===== config.mk =====
export PLATFORM = sky130hd
export DESIGN_NAME = nvstore_seq
export DESIGN_NICKNAME = d
export VERILOG_FILES = /design/src/rtl/nvs_pkg.sv /design/src/rtl/nvs_loader.sv /design/src/rtl/nvs_trigger.sv /design/src/rtl/nvs_writer.sv /design/src/rtl/nvstore_seq.sv
export SDC_FILE = /design/constraint.sdc
export NUM_CORES = 1
export LEC_CHECK = 0
export ABC_AREA = 1
export BUFFER_PORTS_ARGS = -buffer_cell sky130_fd_sc_hd__buf_2
export CORE_MARGIN = 2
export CORE_UTILIZATION = 25
export CTS_CLUSTER_DIAMETER = 100
export DETAILED_ROUTE_END_ITERATION = 8
export GPL_ROUTABILITY_DRIVEN = 0
export PLACE_DENSITY = 0.39
export SLEW_MARGIN = 20
export SYNTH_ARGS = -nofsm -noshare
export SYNTH_HDL_FRONTEND = slang
export SYNTH_SLANG_ARGS = --single-unit

===== constraint.sdc =====
create_clock -name clk -period 3.25 [get_ports clk]
set_clock_uncertainty 0.15 [all_clocks]
set_input_delay 0.65 -clock clk [delete_from_list [all_inputs] [get_ports clk]]
set_output_delay 0.65 -clock clk [all_outputs]
set_load 0.02 [all_outputs]

===== src/rtl/nvs_pkg.sv =====
package nvs_pkg;
    localparam int DATA_W  = 8;
    localparam int ADDR_W  = 2;
    localparam int POS_W   = 6;
    localparam int NUM_LOC = 3;

    typedef logic [DATA_W-1:0] nvs_byte_t;
    typedef logic [ADDR_W-1:0] nvs_addr_t;
    typedef logic [POS_W-1:0]  nvs_pos_t;
    typedef logic [NUM_LOC-1:0][DATA_W-1:0] nvs_image_t;

    localparam nvs_addr_t LAST_LOC = nvs_addr_t'(NUM_LOC - 1);

    localparam int CFG_VOLATILE_BIT = 2;
    localparam int CFG_SHORT_BIT    = 0;
    localparam nvs_byte_t CFG_RESET = 8'h87;
    localparam nvs_pos_t  MUTE_SHORT = nvs_pos_t'(33);
    localparam nvs_pos_t  MUTE_LONG  = nvs_pos_t'(63);

    function automatic nvs_pos_t mute_code(input nvs_byte_t cfg);
        return cfg[CFG_SHORT_BIT] ? MUTE_SHORT : MUTE_LONG;
    endfunction
endpackage


===== src/rtl/nvs_loader.sv =====
module nvs_loader
    import nvs_pkg::*;
(
    input  logic      clk,
    input  logic      rst_n,
    input  nvs_byte_t rd_data,
    output logic      rd_en,
    output nvs_addr_t rd_addr,
    output logic      active,
    output nvs_pos_t  wiper0_o,
    output nvs_pos_t  wiper1_o,
    output nvs_byte_t cfg_o
);
    typedef enum logic [1:0] {L_READ, L_CAPTURE, L_READY} lstate_t;

    typedef struct packed {
        lstate_t   state;
        nvs_addr_t idx;
        nvs_pos_t  raw0;
        nvs_pos_t  raw1;
        nvs_pos_t  wip0;
        nvs_pos_t  wip1;
        nvs_byte_t cfg;
    } lreg_t;

    lreg_t ld_d, ld_q;

    always_comb begin
        ld_d = ld_q;
        case (ld_q.state)
            L_READ: ld_d.state = L_CAPTURE;
            L_CAPTURE: begin
                if (ld_q.idx == LAST_LOC) begin
                    ld_d.cfg   = rd_data;
                    ld_d.state = L_READY;
                    if (rd_data[CFG_VOLATILE_BIT]) begin
                        ld_d.wip0 = mute_code(rd_data);
                        ld_d.wip1 = mute_code(rd_data);
                    end else begin
                        ld_d.wip0 = ld_q.raw0;
                        ld_d.wip1 = ld_q.raw1;
                    end
                end else begin
                    if (ld_q.idx == nvs_addr_t'(0)) ld_d.raw0 = rd_data[POS_W-1:0];
                    else                            ld_d.raw1 = rd_data[POS_W-1:0];
                    ld_d.idx   = nvs_addr_t'(ld_q.idx + 1'b1);
                    ld_d.state = L_READ;
                end
            end
            default: ld_d.state = L_READY;
        endcase
    end

    always_ff @(posedge clk or negedge rst_n) begin
        if (!rst_n) begin
            ld_q.state <= L_READ;
            ld_q.idx   <= '0;
            ld_q.raw0  <= '0;
            ld_q.raw1  <= '0;
            ld_q.wip0  <= mute_code(CFG_RESET);
            ld_q.wip1  <= mute_code(CFG_RESET);
            ld_q.cfg   <= CFG_RESET;
        end else begin
            ld_q <= ld_d;
        end
    end

    assign rd_en    = (ld_q.state == L_READ);
    assign rd_addr  = ld_q.idx;
    assign active   = (ld_q.state != L_READY);
    assign wiper0_o = ld_q.wip0;
    assign wiper1_o = ld_q.wip1;
    assign cfg_o    = ld_q.cfg;

    // once the load has finished it never restarts before the next reset
    a_r1_load_once: assert property (@(posedge clk) disable iff (!rst_n)
        !active |=> !active);
    // restored values hold once the load has finished
    a_r2_restore_stable: assert property (@(posedge clk) disable iff (!rst_n)
        !active |=> ($stable(wiper0_o) && $stable(wiper1_o) && $stable(cfg_o)));
endmodule


===== src/rtl/nvs_trigger.sv =====
module nvs_trigger
    import nvs_pkg::*;
(
    input  logic clk,
    input  logic rst_n,
    input  logic stop_detected,
    input  logic regs_dirty,
    input  logic nv_mode,
    input  logic zcd_enable,
    input  logic zcd_done,
    input  logic blocked,
    output logic start,
    output logic pending
);
    typedef enum logic {T_IDLE, T_HOLD} tstate_t;

    typedef struct packed {
        tstate_t state;
        logic    start;
    } treg_t;

    treg_t tr_d, tr_q;
    logic  accept;

    assign accept = (tr_q.state == T_IDLE) && !tr_q.start && !blocked &&
                    stop_detected && regs_dirty && nv_mode;

    always_comb begin
        tr_d       = tr_q;
        tr_d.start = 1'b0;
        case (tr_q.state)
            T_IDLE: begin
                if (accept) begin
                    if (zcd_enable && !zcd_done) tr_d.state = T_HOLD;
                    else                         tr_d.start = 1'b1;
                end
            end
            default: begin
                if (!zcd_enable || zcd_done) begin
                    tr_d.start = 1'b1;
                    tr_d.state = T_IDLE;
                end
            end
        endcase
    end

    always_ff @(posedge clk or negedge rst_n) begin
        if (!rst_n) begin
            tr_q.state <= T_IDLE;
            tr_q.start <= 1'b0;
        end else begin
            tr_q <= tr_d;
        end
    end

    assign start   = tr_q.start;
    assign pending = (tr_q.state == T_HOLD) || tr_q.start;

    // no save starts while a zero-crossing update is outstanding
    a_r7_hold_for_zcd: assert property (@(posedge clk) disable iff (!rst_n)
        (tr_q.state == T_HOLD && zcd_enable && !zcd_done) |=> !start);
    // a start is a single pulse, never repeated back to back
    a_r8_single_start: assert property (@(posedge clk) disable iff (!rst_n)
        start |=> !start);
endmodule


===== src/rtl/nvs_writer.sv =====
module nvs_writer
    import nvs_pkg::*;
(
    input  logic       clk,
    input  logic       rst_n,
    input  logic       start,
    input  nvs_image_t image_in,
    input  logic       wr_done,
    output logic       wr_en,
    output nvs_addr_t  wr_addr,
    output nvs_byte_t  wr_data,
    output logic       active
);
    typedef enum logic [1:0] {W_IDLE, W_ISSUE, W_WAIT} wstate_t;

    typedef struct packed {
        wstate_t    state;
        nvs_addr_t  idx;
        nvs_image_t snap;
    } wreg_t;

    wreg_t wr_d, wr_q;

    always_comb begin
        wr_d = wr_q;
        case (wr_q.state)
            W_IDLE: begin
                if (start) begin
                    wr_d.snap  = image_in;
                    wr_d.idx   = '0;
                    wr_d.state = W_ISSUE;
                end
            end
            W_ISSUE: wr_d.state = W_WAIT;
            W_WAIT: begin
                if (wr_done) begin
                    if (wr_q.idx == LAST_LOC) begin
                        wr_d.state = W_IDLE;
                    end else begin
                        wr_d.idx   = nvs_addr_t'(wr_q.idx + 1'b1);
                        wr_d.state = W_ISSUE;
                    end
                end
            end
            default: wr_d.state = W_IDLE;
        endcase
    end

    always_ff @(posedge clk or negedge rst_n) begin
        if (!rst_n) begin
            wr_q.state <= W_IDLE;
            wr_q.idx   <= '0;
            wr_q.snap  <= '0;
        end else begin
            wr_q <= wr_d;
        end
    end

    assign wr_en   = (wr_q.state == W_ISSUE);
    assign wr_addr = wr_q.idx;
    assign wr_data = wr_q.snap[wr_q.idx];
    assign active  = (wr_q.state != W_IDLE);

    // every write strobe lasts a single cycle
    a_r4_single_strobe: assert property (@(posedge clk) disable iff (!rst_n)
        wr_en |=> !wr_en);
    // no new strobe until the memory reports completion
    a_r5_wait_for_done: assert property (@(posedge clk) disable iff (!rst_n)
        (wr_q.state == W_WAIT && !wr_done) |=> !wr_en);
    // the sequence stays active after a strobe
    a_r5_active_after_strobe: assert property (@(posedge clk) disable iff (!rst_n)
        wr_en |=> active);
endmodule


===== src/rtl/nvstore_seq.sv =====
module nvstore_seq
    import nvs_pkg::*;
(
    input  logic                      clk,
    input  logic                      rst_n,
    input  logic                      stop_detected,
    input  logic                      regs_dirty,
    input  logic                      nv_mode,
    input  logic                      zcd_enable,
    input  logic                      zcd_done,
    input  logic [nvs_pkg::DATA_W-1:0] wiper0_reg,
    input  logic [nvs_pkg::DATA_W-1:0] wiper1_reg,
    input  logic [nvs_pkg::DATA_W-1:0] config_reg,
    output logic                      mem_write_en,
    output logic                      mem_read_en,
    output logic [nvs_pkg::ADDR_W-1:0] mem_addr,
    output logic [nvs_pkg::DATA_W-1:0] mem_wdata,
    input  logic [nvs_pkg::DATA_W-1:0] mem_rdata,
    input  logic                      mem_wr_done,
    output logic                      busy,
    output logic                      restore_muted,
    output logic [nvs_pkg::POS_W-1:0]  restored_wiper0,
    output logic [nvs_pkg::POS_W-1:0]  restored_wiper1,
    output logic [nvs_pkg::DATA_W-1:0] restored_config
);
    logic       load_active, load_rd_en;
    nvs_addr_t  load_addr;
    logic       trig_start, trig_pending;
    logic       save_active, save_wr_en;
    nvs_addr_t  save_addr;
    nvs_byte_t  save_data;
    nvs_image_t image;

    assign image = {config_reg, wiper1_reg, wiper0_reg};

    nvs_loader u_loader (
        .clk      (clk),
        .rst_n    (rst_n),
        .rd_data  (mem_rdata),
        .rd_en    (load_rd_en),
        .rd_addr  (load_addr),
        .active   (load_active),
        .wiper0_o (restored_wiper0),
        .wiper1_o (restored_wiper1),
        .cfg_o    (restored_config)
    );

    nvs_trigger u_trigger (
        .clk           (clk),
        .rst_n         (rst_n),
        .stop_detected (stop_detected),
        .regs_dirty    (regs_dirty),
        .nv_mode       (nv_mode),
        .zcd_enable    (zcd_enable),
        .zcd_done      (zcd_done),
        .blocked       (load_active || save_active),
        .start         (trig_start),
        .pending       (trig_pending)
    );

    nvs_writer u_writer (
        .clk      (clk),
        .rst_n    (rst_n),
        .start    (trig_start),
        .image_in (image),
        .wr_done  (mem_wr_done),
        .wr_en    (save_wr_en),
        .wr_addr  (save_addr),
        .wr_data  (save_data),
        .active   (save_active)
    );

    assign mem_read_en   = load_rd_en;
    assign mem_write_en  = save_wr_en;
    assign mem_addr      = load_active ? load_addr : save_addr;
    assign mem_wdata     = save_data;
    assign busy          = load_active || trig_pending || save_active;
    assign restore_muted = load_active;

    // a write is only ever issued while the block reports busy
    a_r3_write_when_busy: assert property (@(posedge clk) disable iff (!rst_n)
        mem_write_en |-> busy);
    // muting during the load implies busy
    a_r1_muted_is_busy: assert property (@(posedge clk) disable iff (!rst_n)
        restore_muted |-> busy);
    // reads and writes never overlap
    a_r1_no_overlap: assert property (@(posedge clk) disable iff (!rst_n)
        !(mem_read_en && mem_write_en));
endmodule


Word-level counts from Yosys, hierarchy flattened

Cells that the tools add are included.

Bits in registers: 66
Memories kept: 0
RAM bits: 0
Latch bits: 0
Logic and storage cells: 74
ROM bits: 0

$mul: 0
Equal/unequal tests: 9
Add/subtract/negate cells: 2
Bitwise operators: 3
Order comparisons: 1
Muxes and demuxes: 18
Reductions and logical operators: 27
Shift-type cells: 0
Divide/modulo/power cells: 0

Operator list:

| cell                                                                   | count |
|---|---|
| 28-bit two-way mux                                                     | 1 |
| 8-bit binary-select mux with 2-bit select                              | 1 |
| 12-bit two-way mux                                                     | 1 |
| 2-bit two-way mux                                                      | 6 |
| 8-bit two-way mux                                                      | 1 |
| 2-bit != test (second input constant)                                  | 4 |
| 2-bit case mux with 2 select lines                                     | 2 |
| 2-bit AND reduction                                                    | 4 |
| 2-bit equality test (second input constant)                            | 3 |
| 1-bit logical AND                                                      | 6 |
| 2-bit zero test                                                        | 3 |
| 2-bit case mux with 3 select lines                                     | 1 |
| 3-bit AND reduction                                                    | 2 |
| 1-bit logical OR                                                       | 5 |
| 5-bit two-way mux                                                      | 1 |
| 2-bit by 1-bit adder with 2-bit output (second input constant)         | 2 |
| 2-bit by 1-bit equality test with 1-bit output (second input constant) | 2 |
| 1-bit zero test                                                        | 4 |
| 4-bit two-way mux                                                      | 1 |
| 4-bit AND reduction                                                    | 1 |
| 2-bit nonzero test                                                     | 2 |
| 2-bit by 3-bit < comparator with 1-bit output (second input constant)  | 1 |
| 1-bit two-way mux                                                      | 3 |
| 1-bit inverter                                                         | 3 |

Longest topological paths before layout

Word-level depth: 9
Depth in mapped cells: 7
Mapped depth without buffers: 6

Cells and area by module

From an unflattened synthesis, not the netlist that was laid out.

Cells, all modules: 408
Area total of the unflattened synthesis: 3398.3 µm²

By module, submodules not included:

| module      | times used | area an instance (µm²) | sequential area each (µm²) | cells an instance |
|---|---|---|---|---|
| nvs_loader  | 1          | 1715.4                 | 910.9                      | 203 |
| nvs_writer  | 1          | 1511.4                 | 700.7                      | 175 |
| nvs_trigger | 1          | 130.1                  | 50.0                       | 19 |
| nvstore_seq | 1          | 41.3                   | 0.0                        | 11 |

Worst setup path after synthesis

Ideal clock, no wire load.

Kind: register to output
Start: register u_writer.wr_q, in the netlist u_writer.wr_addr[1]
End: output mem_wdata[0] (netlist bit)
Arrival: 1.224 ns
Cell stages (with the launch flop): 5
Path slack: 1.226 ns
Cells stage by stage: dfrtp_1 -> buf_2 -> inv_1 -> o21ai_0 -> o21ai_0

Word-level cells in the longest chain between the ends: 2

Ends and longest elaborated chain:

| what                                      | RTL line          | source |
|---|---|---|
| start, declared                           | nvs_writer.sv:22  | `wreg_t wr_d, wr_q;` |
| start signal, assigned                    | nvs_writer.sv:55  | `wr_q <= wr_d;` |
| 8-bit binary-select mux with 2-bit select | nvs_writer.sv:61  | `assign wr_data = wr_q.snap[wr_q.idx];` |
| 8-bit two-way mux (not written as such)   | nvs_writer.sv:61  |  |
| end, declared                             | nvstore_seq.sv:17 | `output logic [nvs_pkg::DATA_W-1:0] mem_wdata,` |

No other way between the ends. The select of a mux whose other input is x is not followed.

Worst setup path after layout

Start: register u_writer.wr_q, in the netlist u_writer.wr_addr[0]
End: output mem_wdata[3] (netlist bit)

Same word-level chain as after synthesis.

==> metrics.txt <==
run status finished clean; Initial Util about a quarter; total gr overflow 0; Synth-to-Final Area Change 19.5%; Power Density roughly 760 mW/mm²; DR WL/cell 12.8 µm; Max VDD drop between 0.2 and 0.3 mV; DR iter-0 viols 100; initial antenna violation count 0; most common cell after layout, fill and taps aside nand2_1; crit path max-delay cell type dfrtp_1; largest area contributor in the synthesized netlist dfrtp_1; Die Y 117 µm; I/O pins 74; Unique masters post-synth 26; # setup viols final 0; post-synthesis cell area 0.00318 mm²; clk_lat worst skew 320 ps; synthesized instance count around 380; TritonCTS clock tree yes; pin count of the biggest net entering global routing 41; reg2reg start u_loader.rd_addr[0]; top cell type's share of synthesized area 45.7%; Slew Limit Fails 0; TritonCTS Buffers 9; number of global-route vias before repair 2560; buffer count from post-CTS setup fixing 0; Detail Placement HPWL between 5000 and 6000 µm; Die Wd 117 µm; Root Driver clkbuf_16; Final Hold Vio Count 0; fin crit share roughly four fifths; Clock Sinks 66; static leakage power ~2.0 nW; Via density about 4.2; cts repair resizes 0; synthesized net count around 420; antenna-violating nets left 0; Compound-Gate Fraction of Synth Area approximately 8.2%; layout cells sized above 1 between 20% and 30%; min Tclk post-route ~2600 ps; CP Max Fanout 11; WS Path Type reg -> out; synth top area cells dfrtp_1 (46%), nand2_1 (16%), dfstp_2 (6.6%); first-pass GRT wire length 12900 µm; Yosys warning count 0; Reg2Reg Depth 5; xor/xnor share of the synthesized area 0.276%; CORE AREA approximately 0.013 mm²; R2R Path End u_loader.ld_q[35]; final net count roughly 470; row cnt 41; Fin Setup TNS 0 ps; startpoint types register; critical path capture point type primary output; Reg clk slew, reported paths around 50 ps; post-synthesis simple-gate area fraction ~27%; sequential share of the synthesized area between 50% and 60%; max-cap violation count 0; multi-input gate area in the final layout between 0.001 and 0.0015 mm²; worst slew pin tran roughly 640 ps; ANT cells 0; fillers about 1.4k; register area around 0.0017 mm²; RSZ-0062 raised after global routing false; die area between 0.01 and 0.015 mm²; CTS H-tree depth 3; vias 2522; Port Buffers 73; crit path DAT 1830 ps; cts hold-fix bufs 0; Req. time, crit path approximately 2500 ps; most frequent cells in the layout nand2_1 (133), buf_2 (73), dfrtp_1 (58); largest family of logic cells by synthesized area simple AND/OR/NAND/NOR gates; Routed Wire Length 7660 µm; worst path cell trace clkinv_1, buf_4, nor2_1, o21ai_0, buf_2; fraction of synthesized area in multiplexers 0%; Slew HR 57.2%; Max clock buf depth 2; total power about 2.9 mW; max incr delay on CP roughly 530 ps; Yosys reg bits between 60 and 70; reg2reg setup slack ~1300 ps; DR DRC count 0; average cell area after synthesis about 8.5 µm²; drt first pass iters 4; achievable clock frequency approximately 380 MHz; overall routing resource usage between 10% and 20%; Critical Path Source u_writer.wr_addr[0]; Adder-Cell Fraction of Synth Area 1.18%; worst hold path type in -> async
==> cell usage after synthesis <==
cell and number:
nand2_1 133, dfrtp_1 58, nand3_1 35, buf_4 26, nor2_1 23, inv_1 19
o21ai_0 19, o21ai_1 11, o21ai_2 11, buf_2 8, dfstp_2 8, a21oi_1 3
buf_6 3, ha_1 3, inv_2 2, nand2_2 2, nand4_1 2, clkbuf_1 1
clkinv_1 1, nand2_4 1, nand3_2 1, nand3b_1 1, nor2_4 1, nor2_8 1
or2_2 1, xor2_1 1
==> metal layers <==
layer | global-route usage [%] | part of all wire, % | routed length [µm] | vias up
met4 | 3.76 | 1.1 | 87 | 0
met1 | 15.0 | 45 | 3470 | 1181
met3 | 3.48 | 5.1 | 394 | 9
li1 | - | - | - | 1262
met5 | 0 | 0 | 0 | -
met2 | 21.2 | 48 | 3710 | 70
==> critical path, delay by kind of cell, from the launching register on <==
family,cells,cell delay [ps]
and+or+nand+nor,1,80
AOI/OAI and AO/OA,1,100
buffers and inverters,3,790
DFF,1,530
==> worst max-delay path by stage <==
| stage | endpoint | slack [ps] | depth (start not counted) |
|---|---|---|---|
| floorplan | mem_wdata[0] | 1230 | 4 |
| global placement | mem_wdata[4] | 1020 | 5 |
| detailed placement | mem_wdata[3] | 970 | 5 |
| CTS | mem_wdata[3] | 590 | 5 |
| global route | mem_wdata[3] | 420 | 5 |
| finish | mem_wdata[3] | 620 | 5 |
==> registers in the layout, summed over array words and instances, names as in the netlist <==
name               flops
u_loader.ld_q         14
u_trigger.start        1
u_writer.wr_q         26
u_trigger.tr_q         1
u_loader.wiper1_o      6
u_loader.wiper0_o      6
u_loader.rd_addr       2
u_writer.wr_addr       2
u_loader.cfg_o         8
==> logic make-up (layout without fill, tap and decap cells) <==
kind of cell / Yosys count / after routing
xor+xnor: 1 / 1
fa+ha+maj: 3 / 3
simple gates: 201 / 201
buf+inv: 60 / 114
flops: 66 / 66
compound gates: 44 / 44
==> final cells by class <==
type	instances	share of cell area [%]
repair buffers	76	10.6
well taps	172	5.67
clock inverters	3	0.396
clock buffers	13	6.86
multi-input cells	249	30.6
inverters	22	2.18
flip-flops and latches	66	43.8
==> through the flow <==
stage	hold WS (ps)	std cells	worst slack (ps)	utilization, %	instance area [µm²]
2_1_floorplan	204	375	1230	-	3180
3_3_place_gp	279	585	1020	28.1	3520
3_5_place_dp	279	585	968	28.1	3520
4_1_cts	215	601	592	30.3	3790
5_1_grt	253	601	421	30.3	3790
6_report	196	601	622	30.3	3790
==> power breakdown <==
part           total (mW)  internal (mW)  switching (mW)
clock               0.889          0.554           0.336
combinational       0.803          0.269           0.534
sequential           1.18           1.02           0.157
Power figures use the tool's default switching activity.
